**src/rtl/hdx_retry_pkg.sv**
```systemverilog
package hdx_retry_pkg;

    typedef enum logic [2:0] {
        ST_IDLE,
        ST_SEND,
        ST_BACKOFF,
        ST_DRAIN,
        ST_STOPPED
    } hdx_state_e;

    localparam int LFSR_W = 16;
    localparam logic [LFSR_W-1:0] LFSR_TAPS = 16'hB400;

endpackage

```
**src/rtl/hdx_replay_mem.sv**
```systemverilog
module hdx_replay_mem #(
    parameter int DEPTH = 64,
    parameter int DW    = 8,
    localparam int AW   = $clog2(DEPTH)
) (
    input  logic          clk,
    input  logic          wr_en,
    input  logic [AW-1:0] wr_addr,
    input  logic [DW-1:0] wr_data,
    input  logic [AW-1:0] rd_addr,
    output logic [DW-1:0] rd_data
);

    logic [DW-1:0] store [DEPTH];

    always_ff @(posedge clk) begin
        if (wr_en) begin
            store[wr_addr] <= wr_data;
        end
    end

    assign rd_data = store[rd_addr];

endmodule

```
**src/rtl/hdx_backoff_timer.sv**
```systemverilog
module hdx_backoff_timer
    import hdx_retry_pkg::*;
#(
    parameter int SLOT_CYCLES          = 512,
    parameter int CAP_EXP              = 10,
    parameter logic [LFSR_W-1:0] SEED  = 16'hACE1,
    localparam int EW                  = $clog2(CAP_EXP + 1),
    localparam int SW                  = (SLOT_CYCLES > 1) ? $clog2(SLOT_CYCLES) : 1
) (
    input  logic          clk,
    input  logic          rst_n,
    input  logic          load,
    input  logic [EW-1:0] exp_in,
    output logic          done
);

    localparam logic [SW-1:0] SLOT_LAST = SW'(SLOT_CYCLES - 1);

    logic [LFSR_W-1:0]  lfsr_q;
    logic [LFSR_W-1:0]  lfsr_d;
    logic [CAP_EXP-1:0] mask;
    logic [CAP_EXP-1:0] slots_q;
    logic [SW-1:0]      tick_q;

    // Galois shift, free running so the draw depends on when the collision lands.
    always_comb begin
        lfsr_d = lfsr_q >> 1;
        if (lfsr_q[0]) begin
            lfsr_d = lfsr_d ^ LFSR_TAPS;
        end
    end

    // Window mask: the low exp_in bits are open.
    always_comb begin
        for (int i = 0; i < CAP_EXP; i++) begin
            mask[i] = (i < int'(exp_in));
        end
    end

    always_ff @(posedge clk or negedge rst_n) begin
        if (!rst_n) begin
            lfsr_q  <= SEED;
            slots_q <= '0;
            tick_q  <= '0;
        end else begin
            lfsr_q <= lfsr_d;
            if (load) begin
                slots_q <= lfsr_q[CAP_EXP-1:0] & mask;
                tick_q  <= SLOT_LAST;
            end else if (slots_q != '0) begin
                if (tick_q == '0) begin
                    slots_q <= slots_q - CAP_EXP'(1);
                    tick_q  <= SLOT_LAST;
                end else begin
                    tick_q <= tick_q - SW'(1);
                end
            end
        end
    end

    assign done = (slots_q == '0);

    assert_draw_capped_R13: assert property (@(posedge clk) disable iff (!rst_n)
        load |=> (slots_q <= $past(mask)));

    assert_lfsr_alive_R5: assert property (@(posedge clk) disable iff (!rst_n)
        lfsr_q != '0);

endmodule

```
**src/rtl/hdx_retry_seq.sv**
```systemverilog
module hdx_retry_seq
    import hdx_retry_pkg::*;
#(
    parameter int BUF_DEPTH                = 64,
    parameter int RETRY_LIMIT              = 15,
    parameter int SLOT_CYCLES              = 512,
    parameter int BACKOFF_CAP              = 10,
    parameter logic [LFSR_W-1:0] LFSR_SEED = 16'hACE1
) (
    input  logic       clk,
    input  logic       rst_n,
    input  logic       in_valid,
    input  logic [7:0] in_data,
    input  logic       in_sof,
    input  logic       in_eof,
    output logic       in_ready,
    input  logic       col_in,
    input  logic       halt_req,
    output logic       tx_valid,
    output logic [7:0] tx_data,
    output logic       tx_sof,
    output logic       tx_eof,
    output logic       halt_done,
    output logic       err_late,
    output logic       err_retry
);

    localparam int CW = $clog2(BUF_DEPTH + 1);
    localparam int AW = $clog2(BUF_DEPTH);
    localparam int RW = $clog2(RETRY_LIMIT + 1);
    localparam int EW = $clog2(BACKOFF_CAP + 1);
    localparam logic [CW-1:0] DEPTH_C = CW'(BUF_DEPTH);
    localparam logic [RW-1:0] LIMIT_C = RW'(RETRY_LIMIT);

    hdx_state_e    state_q, state_d;
    logic [CW-1:0] taken_q, taken_d;   // bytes of the frame pulled from the source (saturating)
    logic [CW-1:0] sent_q,  sent_d;    // bytes sent in the current attempt (saturating)
    logic [RW-1:0] retry_q, retry_d;
    logic          held_q,  held_d;    // a collided frame waits behind the halt

    logic          replaying;
    logic          late_hit;
    logic          limit_hit;
    logic          col_send;
    logic          col_retry;
    logic          buf_wr;
    logic [7:0]    buf_rd;
    logic          bo_load;
    logic [EW-1:0] bo_exp;
    logic          bo_done;

    assign replaying = (sent_q < taken_q);
    assign late_hit  = (sent_q >= DEPTH_C);
    assign limit_hit = (retry_q == LIMIT_C);
    assign col_send  = (state_q == ST_SEND) && col_in;
    assign col_retry = col_send && !late_hit && !limit_hit;
    assign bo_load   = col_retry && !halt_req;
    assign buf_wr    = (state_q == ST_SEND) && !col_in && !replaying && in_valid
                       && (taken_q != DEPTH_C);

    always_comb begin
        if (int'(retry_q) + 1 > BACKOFF_CAP) begin
            bo_exp = EW'(BACKOFF_CAP);
        end else begin
            bo_exp = EW'(int'(retry_q) + 1);
        end
    end

    hdx_replay_mem #(
        .DEPTH (BUF_DEPTH),
        .DW    (8)
    ) i_replay_mem (
        .clk     (clk),
        .wr_en   (buf_wr),
        .wr_addr (taken_q[AW-1:0]),
        .wr_data (in_data),
        .rd_addr (sent_q[AW-1:0]),
        .rd_data (buf_rd)
    );

    hdx_backoff_timer #(
        .SLOT_CYCLES (SLOT_CYCLES),
        .CAP_EXP     (BACKOFF_CAP),
        .SEED        (LFSR_SEED)
    ) i_backoff_timer (
        .clk    (clk),
        .rst_n  (rst_n),
        .load   (bo_load),
        .exp_in (bo_exp),
        .done   (bo_done)
    );

    // Next state and attempt bookkeeping.
    always_comb begin
        state_d = state_q;
        taken_d = taken_q;
        sent_d  = sent_q;
        retry_d = retry_q;
        held_d  = held_q;
        unique case (state_q)
            ST_IDLE: begin
                if (halt_req) begin
                    state_d = ST_STOPPED;
                    held_d  = 1'b0;
                end else if (in_valid && in_sof) begin
                    state_d = ST_SEND;
                    taken_d = '0;
                    sent_d  = '0;
                    retry_d = '0;
                end
            end
            ST_SEND: begin
                if (col_in) begin
                    if (late_hit || limit_hit) begin
                        state_d = ST_DRAIN;
                    end else begin
                        retry_d = retry_q + RW'(1);
                        sent_d  = '0;
                        if (halt_req) begin
                            state_d = ST_STOPPED;
                            held_d  = 1'b1;
                        end else begin
                            state_d = ST_BACKOFF;
                        end
                    end
                end else if (replaying) begin
                    sent_d = sent_q + CW'(1);
                end else if (in_valid) begin
                    if (sent_q != DEPTH_C) begin
                        sent_d = sent_q + CW'(1);
                    end
                    if (taken_q != DEPTH_C) begin
                        taken_d = taken_q + CW'(1);
                    end
                    if (in_eof) begin
                        state_d = ST_IDLE;
                    end
                end
            end
            ST_BACKOFF: begin
                if (bo_done) begin
                    state_d = ST_SEND;
                end
            end
            ST_DRAIN: begin
                if (in_valid && in_eof) begin
                    state_d = ST_IDLE;
                end
            end
            ST_STOPPED: begin
                if (!halt_req) begin
                    state_d = held_q ? ST_SEND : ST_IDLE;
                    held_d  = 1'b0;
                end
            end
            default: state_d = ST_IDLE;
        endcase
    end

    // Outputs.
    always_comb begin
        tx_valid  = 1'b0;
        tx_sof    = 1'b0;
        tx_eof    = 1'b0;
        in_ready  = 1'b0;
        halt_done = 1'b0;
        err_late  = 1'b0;
        err_retry = 1'b0;
        tx_data   = replaying ? buf_rd : in_data;
        unique case (state_q)
            ST_IDLE: begin
                in_ready  = !halt_req && !in_sof;
                halt_done = halt_req;
            end
            ST_SEND: begin
                if (col_in) begin
                    err_late  = late_hit;
                    err_retry = !late_hit && limit_hit;
                    halt_done = col_retry && halt_req;
                end else begin
                    tx_valid = replaying || in_valid;
                    tx_sof   = tx_valid && (sent_q == '0);
                    tx_eof   = !replaying && in_valid && in_eof;
                    in_ready = !replaying;
                end
            end
            ST_DRAIN: begin
                in_ready = 1'b1;
            end
            ST_BACKOFF, ST_STOPPED: begin
            end
            default: begin
            end
        endcase
    end

    always_ff @(posedge clk or negedge rst_n) begin
        if (!rst_n) begin
            state_q <= ST_IDLE;
            taken_q <= '0;
            sent_q  <= '0;
            retry_q <= '0;
            held_q  <= 1'b0;
        end else begin
            state_q <= state_d;
            taken_q <= taken_d;
            sent_q  <= sent_d;
            retry_q <= retry_d;
            held_q  <= held_d;
        end
    end

    assert_col_blocks_byte_R6: assert property (@(posedge clk) disable iff (!rst_n)
        (state_q == ST_SEND && col_in) |-> (!tx_valid && !in_ready));

    assert_replay_no_pull_R4: assert property (@(posedge clk) disable iff (!rst_n)
        (tx_valid && (sent_q < taken_q)) |-> !in_ready);

    assert_store_bound_R4: assert property (@(posedge clk) disable iff (!rst_n)
        taken_q <= DEPTH_C);

    assert_retry_bound_R7: assert property (@(posedge clk) disable iff (!rst_n)
        retry_q <= LIMIT_C);

    assert_drain_silent_R7: assert property (@(posedge clk) disable iff (!rst_n)
        (state_q == ST_DRAIN) |-> !tx_valid);

    assert_late_flag_R8: assert property (@(posedge clk) disable iff (!rst_n)
        err_late |-> (col_in && !err_retry));

    assert_stopped_quiet_R10: assert property (@(posedge clk) disable iff (!rst_n)
        (state_q == ST_STOPPED) |-> (!tx_valid && !in_ready));

    assert_halt_pulse_R11: assert property (@(posedge clk) disable iff (!rst_n)
        halt_done |=> !halt_done);

    assert_halt_needs_req_R12: assert property (@(posedge clk) disable iff (!rst_n)
        halt_done |-> halt_req);

endmodule

```
**config.mk**
```make
export PLATFORM = sky130hd
export DESIGN_NAME = hdx_retry_seq
export DESIGN_NICKNAME = d
export VERILOG_FILES = /design/src/rtl/hdx_retry_pkg.sv /design/src/rtl/hdx_replay_mem.sv /design/src/rtl/hdx_backoff_timer.sv /design/src/rtl/hdx_retry_seq.sv
export SDC_FILE = /design/constraint.sdc
export NUM_CORES = 1
export LEC_CHECK = 0
export ABC_AREA = 1
export BUFFER_PORTS_ARGS = -buffer_cell sky130_fd_sc_hd__buf_2
export CAP_MARGIN = 20
export CORE_ASPECT_RATIO = 1.75
export CORE_MARGIN = 3
export CORE_UTILIZATION = 40
export DETAILED_ROUTE_END_ITERATION = 16
export GPL_TIMING_DRIVEN = 0
export PLACE_DENSITY_LB_ADDON = 0.25
export SLEW_MARGIN = 15
export SYNTH_ARGS = -nofsm -noshare
export SYNTH_HDL_FRONTEND = slang
export SYNTH_SLANG_ARGS = --single-unit
```
**constraint.sdc**
```tcl
create_clock -name clk -period 3.09 [get_ports clk]
set_input_delay 0.1545 -clock clk [delete_from_list [all_inputs] [get_ports clk]]
set_output_delay 0.1545 -clock clk [all_outputs]
set_load 0.05 [all_outputs]
```
* Word level (Yosys, flattened, before mapping) *
Memory sizes are Yosys's and may differ from the RTL's.
Cells that the tools add are included.

storage, ports and cells
  RAM bits = 512
  flip-flop bits (word level) = 57
  output and inout port bits = 15
  memories kept = 1

memory list
  name                words  bits a word  read ports  clocked after Yosys merged registers in  write ports  line                  text
  i_replay_mem.store  64     8            1           0                                        1            hdx_replay_mem.sv:14  logic [DW-1:0] store [DEPTH];

cells by class
  reduce and logical (&&, ||, !) cells = 39
  multiplexer cells = 62
  bitwise operators = 2
  magnitude comparators = 13
  $add $sub $neg = 6
  eq/ne operators = 27

operator list
  cell                                                                              number
  7-bit two-way mux                                                                 11
  3-bit two-way mux                                                                 11
  32-bit by 5-bit greater-than comparator with 1-bit output, second input constant  1
  10-bit two-way mux                                                                3
  7-bit one-hot mux with 2 select lines                                             2
  9-bit two-way mux                                                                 3
  2-bit != test, second input constant                                              12
  1-bit two-way mux                                                                 20
  4-bit two-way mux                                                                 5
  1-bit logical AND                                                                 16
  3-bit by 4-bit less-than comparator with 1-bit output, first input constant       4
  16-bit two-way mux                                                                1
  3-bit != test, second input constant                                              5
  3-bit one-hot mux with 5 select lines                                             1
  7-bit by 1-bit adder with 7-bit output, second input constant                     2
  7-bit != test, second input constant                                              2
  7-bit AND reduction                                                               2
  6-bit AND reduction                                                               2
  10-bit AND                                                                        1
  10-bit zero test                                                                  1
  10-bit nonzero test                                                               1
  10-bit by 1-bit subtractor with 10-bit output, second input constant              1
  9-bit zero test                                                                   1
  9-bit by 1-bit subtractor with 9-bit output, second input constant                1
  other kinds (27)                                                                  40

* Longest topological paths before layout *
Gate-level depths: netlist of the first run.

  depth in word-level cells = 7
  depth in mapped cells = 13
  gate-level depth less buffers = 11

* Cells and area by module *
Synthesis of the first run repeated with hierarchy kept, for this count alone.

unflattened totals
  cells, all modules = 2302
  area, all modules = 24931.4 sq um

modules (own cells, without submodules)
  module             area each (sq um)  sequential area each (sq um)  cells an instance  times used
  hdx_replay_mem     21179.1            15374.7                       1797               1
  hdx_retry_seq      1943.1             550.5                         286                1
  hdx_backoff_timer  1809.2             885.8                         219                1

* Worst setup path after synthesis of the first run *
No wires, ideal clock.

  kind = register -> output
  from = register taken_q[2]
  to = output tx_sof
  path slack = 0.495 ns
  arrival = 2.440 ns
  cell stages (with the launch flop) = 11
  path buffers = 1
  path through = dfrtp_1 > clkbuf_2 > inv_1 > ha_1 > a21oi_1 > nand2_1 > nand4_2 > nand2_4 > inv_2 > o21ai_0 > nor3_1

between the ends
  word-level cells in the longest chain between the ends = 5

ends and longest elaborated chain
  element                     line                  text
  from (decl)                 hdx_retry_seq.sv:36   logic [CW-1:0] taken_q, taken_d;
  from (signal assigned)      hdx_retry_seq.sv:206  taken_q <= taken_d;
  7-bit less-than comparator  hdx_retry_seq.sv:52   assign replaying = (sent_q < taken_q);
  1-bit logical OR            hdx_retry_seq.sv:181  tx_valid = replaying || in_valid;
  1-bit logical AND           hdx_retry_seq.sv:182  tx_sof = tx_valid && (sent_q == '0);
  1-bit two-way mux           hdx_retry_seq.sv:176  if (col_in) begin
  1-bit two-way mux           hdx_retry_seq.sv:170  unique case (state_q)
  to (decl)                   hdx_retry_seq.sv:21   output logic tx_sof,

Every way passes these cells.

* Worst setup path in the final report of the first run *
  from = register taken_q[4]
  to = memory i_replay_mem.store[54][1], enable pin

between the ends
  word-level cells in the longest chain between the ends = 7
  elaborated cells on any way between the ends = 8
  classes of those cells = order compare: 1; eq/ne: 1; mux: 2; reduce/logical: 4

ends and longest elaborated chain
  element                                  line                  text
  7-bit less-than comparator               hdx_retry_seq.sv:52
  1-bit zero test                          hdx_retry_seq.sv:58   assign buf_wr = (state_q == ST_SEND) && !col_in && !replaying && in_valid
  1-bit logical AND (2 in series)          hdx_retry_seq.sv:58
  1-bit logical AND                        hdx_retry_seq.sv:59   && (taken_q != DEPTH_C);
  1-bit two-way mux                        hdx_replay_mem.sv:17  if (wr_en) begin
  1-bit two-way mux (not written as such)  hdx_replay_mem.sv:18  store[wr_addr] <= wr_data;
  to (decl)                                hdx_replay_mem.sv:14

Parallel ways exist; a longest one is shown, timed or not.

==> out/results.ini, run 1 <==
[sta]
period_minus_slack_ns = 3.16
maxSlewHeadroom = 0.224
whs_ns = 0.0270
maxSlewViolCount = 0
timing.fmax_mhz = 317
setup_violations = 24
rsz0062_at_grt = yes
setup_ws_ns = -0.0684
clock_skew_ns = 0.0260
period_share = 1.02
hold_violations = 0
worst_pin_slew_ns = 1.16

[yosys]
synth_top_area_share = 0.602
synth_fp_nets = 2626
yosysWarnings = 0
async_reset_ff_frac = 0.100
yosysSeqAreaShare = 0.658
netlist_area_um2 = 25500
synthTopCellsByCount = nand2_1, edfxtp_1, inv_1
ys.flop_type = edfxtp_1
postSynthCellCount = 2597
synth_edf_count = 512
synth_area_leader_cell = edfxtp_1
avgSynthCellArea_um2 = 9.83
yosys_register_bits = 569
synth_area_leaders = edfxtp_1, nand2_1, inv_1
synth.distinct_cells = 48
synth.most_common_cell = nand2_1

[placed_design]
dp_hpwl_um = 64000
io_buffers = 29
gp_congestion = 1.03

[layout]
syn_to_final_growth_pct = 16.2
antenna_cells = 0
drive_gt1_frac = 0.139
nNetsFinal = 2741

[clock_network]
clock_path_buffers = 3
clk_latency_ns = 0.61
clk_pin_slew_ns = 0.07
cts_buffers = 51
numClockSinks = 569
htree_levels = 2
cts_tree = built
ctsRootBufferMaster = clkbuf_16

[outcome]
violations = negative setup slack
status = finished with violations

[floorplanning]
pin_count = 30
core-area_um2 = 62700
die_y_um = 340
core.rowCount = 121
die_w_um = 197
start_util = 0.407
die-area_um2 = 67000

[setup_path]
worstPathRequired_ns = 3.32
endpoint_kind = flop
worstSetupPathType = flop to flop
cp-start-kind = flop
cp.arrival_ns = 3.39
critical_path_peak_fanout = 10

[route]
via_per_inst = 5.42
num_vias = 19200
drtIter0Drc = 2056
drt_wl_total_um = 93600
ant_nets = 0
firstDrtPassIters = 6
route.detailed.wl_per_inst_um = 26.3
drc = 0

[power_and_ir_drop]
p_leak_uw = 0.0123
vdd_drop_max_mv = 0.504
power.density_nw_per_um2 = 763
p_total_uw = 22600

[grt]
antenna_found_initial = 2
grt_pass1_vias = 18800
gr-total-overflow = 0
globalRouteTotalUtil = 0.278
grt_max_degree = 66
grt_pass1_wl_um = 131000

[worst_hold_path]
hold_class = input port to flop

[flow_run]
drv_cap = 0

power breakdown:
part	internal [uW]	leakage [uW]	total [uW]	switching, uW
Combinational	2080	0.00615	7340	5260
Sequential	8550	0.00531	8720	168
Clock	3630	0.000828	6570	2930
Total	14300	0.0123	22600	8360
flip-flops by register name, summed over array words and instances, names as in the netlist:
name,flops
held_q,1
i_backoff_timer.lfsr_q,16
i_backoff_timer.slots_q,10
i_backoff_timer.tick_q,9
i_replay_mem.store,512
retry_q,4
sent_q,7
state_q,3
taken_q,7
worst max-delay path, cell delays in order, from the launching register on:
cell	delay (ns)
dfrtp_1	0.44
inv_1	0.14
ha_1	0.33
a21oi_1	0.07
o21a_1	0.20
nand2_4	0.16
nand4_4	0.32
buf_2	0.42
nor3_2	0.69
logic make-up (layout without fill, tap and decap cells):
kind of cell | after synthesis | count (layout) | synth area share
AOI/OAI and AO/OA | 198 | 198 | 0.0406
xor gates and xnor gates | 12 | 12 | 0.00412
adders and majority gates | 14 | 14 | 0.00686
buffers and inverters | 459 | 615 | 0.0737
DFF | 569 | 569 | 0.658
and+or+nand+nor | 1345 | 1345 | 0.216
per-layer routing:
metal,global-route usage,part of all wire,wire length [um]
met1,0.302,0.34,31600
met2,0.473,0.49,45900
met5,0,0,0
met4,0.231,0.10,9360
met3,0.0440,0.072,6780
through the flow:
step	util	cells	TNS [ns]	cell area, um^2	setup WS (ns)
finish	0.473	3552	-0.973	29700	-0.0684
CTS	0.468	3546	-0.114	29300	-0.0142
global route	0.473	3552	-5.52	29700	-0.121
floorplan	-	2597	0	25500	0.495
global placement	0.426	3425	-78.57	26700	-0.741
detailed placement	0.431	3445	-14.49	27000	-0.368
cell usage in the layout (no fill, tap or decap), types with 36 or more instances in the layout:
cell type	n
nor2_1	258
o21ai_0	131
nand3_1	174
nand2_1	781
clkbuf_16	52
buf_4	58
buf_6	36
edfxtp_1	512
inv_1	337
dfrtp_1	48
final cells by class:
cell class,instances,area (um^2)
buffer,114,1080
multi-input combinational,1569,7250
clock inverter,41,412
tap,799,1000
sequential,569,16800
clock buffer,53,1280
timing repair buffer,62,512
inverter,345,1310
fill,5828,33000
final timing paths:
kind	startpoint	end	slack, ns	cells after the start
min in group asynchronous	rst_n	sent_q[0]	0.18	2
max	taken_q[4]	i_replay_mem.store[54][1]	-0.07	8
max reg2reg	taken_q[4]	i_replay_mem.store[54][1]	-0.07	8
min reg2reg	i_backoff_timer.lfsr_q[12]	i_backoff_timer.lfsr_q[11]	0.37	0
max in group asynchronous	rst_n	sent_q[2]	2.40	2
min	in_valid	state_q[1]	0.03	4
what timing repair did:
item | in CTS | in global routing
hold buffers | 5 | 0
endpoints found under the setup margin | 177 | 168
endpoints found under the hold margin | 73 | 0
buffers inserted | 2 | 6
pin swaps | 3 | 10
gates resized for setup | 208 | 85
Power figures use the tool's default switching activity.
==> run 2: changes to the inputs <==
--- a/config.mk
+++ b/config.mk
@@ -9,7 +9,6 @@
 export BUFFER_PORTS_ARGS = -buffer_cell sky130_fd_sc_hd__buf_2
 export CAP_MARGIN = 20
 export CORE_ASPECT_RATIO = 1.75
-export CORE_MARGIN = 3
 export CORE_UTILIZATION = 40
 export DETAILED_ROUTE_END_ITERATION = 16
 export GPL_TIMING_DRIVEN = 0
==> run 2 against run 1 <==
  * The flow finishes with violations (design-rule violations, negative setup slack)
  * Hold slack gained 0.0058 ns
  * Cell area grew 0.42%
  * Global-route usage grew 1.1 points
  * Worst setup slack gained 0.029 ns
  * Flip-flop and latch count is the same
  * Utilization shrank 0.19 points
  * Critical endpoint is now tx_data[4]
  * Highest routed layer unchanged
==> out/results.ini, run 2 (synthesis gave the netlist of run 1 again) <==
[floorplanning]
start_util = 0.404  ; -0.00334
die-area_um2 = 64900  ; -3.2%
die_w_um = 193  ; -2.0%
core-area_um2 = 63200  ; +0.83%
die_y_um = 336  ; -1.2%
pin_count = 30  ; unchanged
core.rowCount = 122  ; +0.83%

[sta]
maxSlewHeadroom = 0.393  ; +0.170
whs_ns = 0.0328  ; +0.00580 ns
period_minus_slack_ns = 3.13  ; -0.0291 ns
timing.fmax_mhz = 320  ; +0.93%
setup_ws_ns = -0.0393  ; +0.0291 ns
clock_skew_ns = 0.0216  ; -0.00432 ns
setup_violations = 1  ; -96%
period_share = 1.01  ; -0.00941
maxSlewViolCount = 0  ; unchanged
hold_violations = 0  ; unchanged
rsz0062_at_grt = yes
worst_pin_slew_ns = 0.910  ; -0.254 ns

[route]
wl_met3_um = 5930  ; -13%
routed-wl-met2_um = 45500  ; -0.79%
route.detailed.wl_per_inst_um = 25.6  ; -2.8%
top_layer_used = met4
firstDrtPassIters = 11  ; +5
via_per_inst = 5.31  ; -1.9%
drc = 4  ; +4
ant_nets = 0  ; unchanged
drt_wl_total_um = 91600  ; -2.1%
wl_met1_um = 31300  ; -0.83%
drtIter0Drc = 1856  ; -9.7%
num_vias = 19000  ; -1.3%

[clock_network]
ctsRootBufferMaster = clkbuf_16
clk_latency_ns = 0.61  ; about the same
cts_tree = built
clk_pin_slew_ns = 0.07  ; about the same
numClockSinks = 569  ; unchanged
clock_path_buffers = 3  ; unchanged
cts_buffers = 51  ; unchanged
htree_levels = 2  ; unchanged

[setup_path]
critical_path_peak_fanout = 10  ; unchanged
cp.arrival_ns = 2.97  ; -0.42 ns
worstReg2RegStart = taken_q[5]
crit_cells = 12  ; +4
worstSetupPathType = flop to output pin
reg2reg_depth = 11  ; +3
path_cells = buf_6, buf_4, buf_6, o21ai_0, o21ai_0, nand2_1, nand2_2, o21ai_0, nand3_1, nor2_1, nor2_2, buf_6
critPathTopFamily = buffers and inverters
slowest_stage = dfrtp_1
crit_end = tx_data[4]
crit_buf_inv = 4  ; +2
cpPeakStageDelay_ns = 0.40  ; -0.29 ns
startpoint = sent_q[0]
reg2reg_slack_ns = 0.07  ; +0.14 ns
worstPathRequired_ns = 2.94  ; -0.38 ns
rr_endpoint = i_replay_mem.store[40][3]
endpoint_kind = output pin
cp-start-kind = flop

[placed_design]
pre_cts_slack_ns = -0.248  ; +0.120 ns
place_area_um2 = 27400  ; +1.2%
dp_hpwl_um = 65900  ; +2.9%
gp_congestion = 0.982  ; -4.5%
io_buffers = 29  ; unchanged

[grt]
antenna_found_initial = 0  ; -2
grt_pass1_vias = 18700  ; -0.59%
gr-total-overflow = 0  ; unchanged
grt_max_degree = 66  ; unchanged
globalRouteTotalUtil = 0.288  ; +0.0107
grt_pass1_wl_um = 130000  ; -1.2%

[layout]
drive_gt1_frac = 0.141  ; +0.00167
multi_input_area_um2 = 7250  ; about the same
syn_to_final_growth_pct = 16.6
regArea_um2 = 16800  ; about the same
antenna_cells = 0  ; unchanged
layout_common_cells = nand2_1, edfxtp_1, inv_1
largest_register_ffs = 512  ; unchanged
layout_commonest_cell = nand2_1
regMostFlops = i_replay_mem.store
nNetsFinal = 2760  ; +0.69%
reg_top3 = i_replay_mem.store x512, i_backoff_timer.lfsr_q x16, i_backoff_timer.slots_q x10
fillers = 5939  ; +1.9%
final_area_um2 = 29800  ; +0.42%

[power_and_ir_drop]
p_leak_uw = 0.0124  ; +0.56%
intPower_uw = 14300  ; +0.53%
pwr-share-seq = 0.394  ; +0.009
p_comb_frac = 0.300  ; -0.024
swShare = 0.351  ; -0.0181
power.net_switching_uw = 7770  ; -7.1%
clkPwrFrac = 0.306  ; +0.016
vdd_drop_max_mv = 0.641  ; +27%
power.density_nw_per_um2 = 742  ; -2.7%

[outcome]
status = finished with violations
violations = design-rule violations, negative setup slack

[flow_run]
drv_cap = 0  ; unchanged

[worst_hold_path]
hold_depth = 4  ; unchanged
hold_class = input port to flop

run 2: cell types whose count changed in the layout (fill, tap and decap cells not counted), sizes merged:
cell	change
dlygate4sd3	-1
buf	+20
clkinvlp	-2
bufinv	+2
clkbuf	+7
clkinv	-4
inv	-5
run 2: layout make-up:
class                      instances  share of cell area
clock inverter                    32              0.0123
inverter                         345              0.0442
tap                              806              0.0339
clock buffer                      60              0.0454
timing repair buffer              81              0.0244
sequential                       569               0.564
buffer                           114              0.0320
multi-input combinational       1569               0.243
run 2: how the worst min path moves through the flow:
stage,slack (ns),endpoint,start
2_1_floorplan,-0.14,held_q,rst_n
3_3_place_gp,0.34,i_backoff_timer.lfsr_q[11],i_backoff_timer.lfsr_q[12]
3_5_place_dp,0.27,held_q,rst_n
4_1_cts,0.01,state_q[1],in_valid
5_1_grt,0.07,state_q[1],in_valid
6_report,0.03,state_q[1],in_valid
run 2: power groups by stage:
stage          registers [uW]  clock network [uW]  logic (uW)
6_report                 8720                6760        6630
5_1_grt                  8740                7040        7080
4_1_cts                  8720                6780        6320
3_5_place_dp             8880                   0        5950
3_3_place_gp             8880                   0        5860
2_1_floorplan            8830                   0        3610
run 2: metal layers:
metal / global-route usage / vias to the layer above
li1: - / 8691
met3: 0.0372 / 305
met1: 0.316 / 9175
met4: 0.239 / 0
met2: 0.493 / 827
met5: 0 / -
run 2: worst min-delay path, cell delays in order:
cell	delay [ns]
buf_2	0.14
nand2_1	0.10
nand2_1	0.09
nand4_1	0.10
run 2: per-stage QoR:
stage	util	power [uW]	setup TNS (ns)	cells
final	0.471	22100	-0.0393	3576
after global routing	0.471	22900	-0.278	3576
after CTS	0.466	21800	-0.578	3574
after detailed placement	0.433	14800	-4.20	3478
after global placement	0.422	14700	-181.74	3432
after floorplan	-	12400	0	2597
run 2: timing repair:
action                                  4_1_cts  5_1_grt
pin swaps                                     0        9
hold buffers                                  4        0
gates resized for setup                     145      107
buffers inserted                              0        2
endpoints found under the setup margin       50      127
hold endpoints to repair                     53        0
cloned                                        0        0
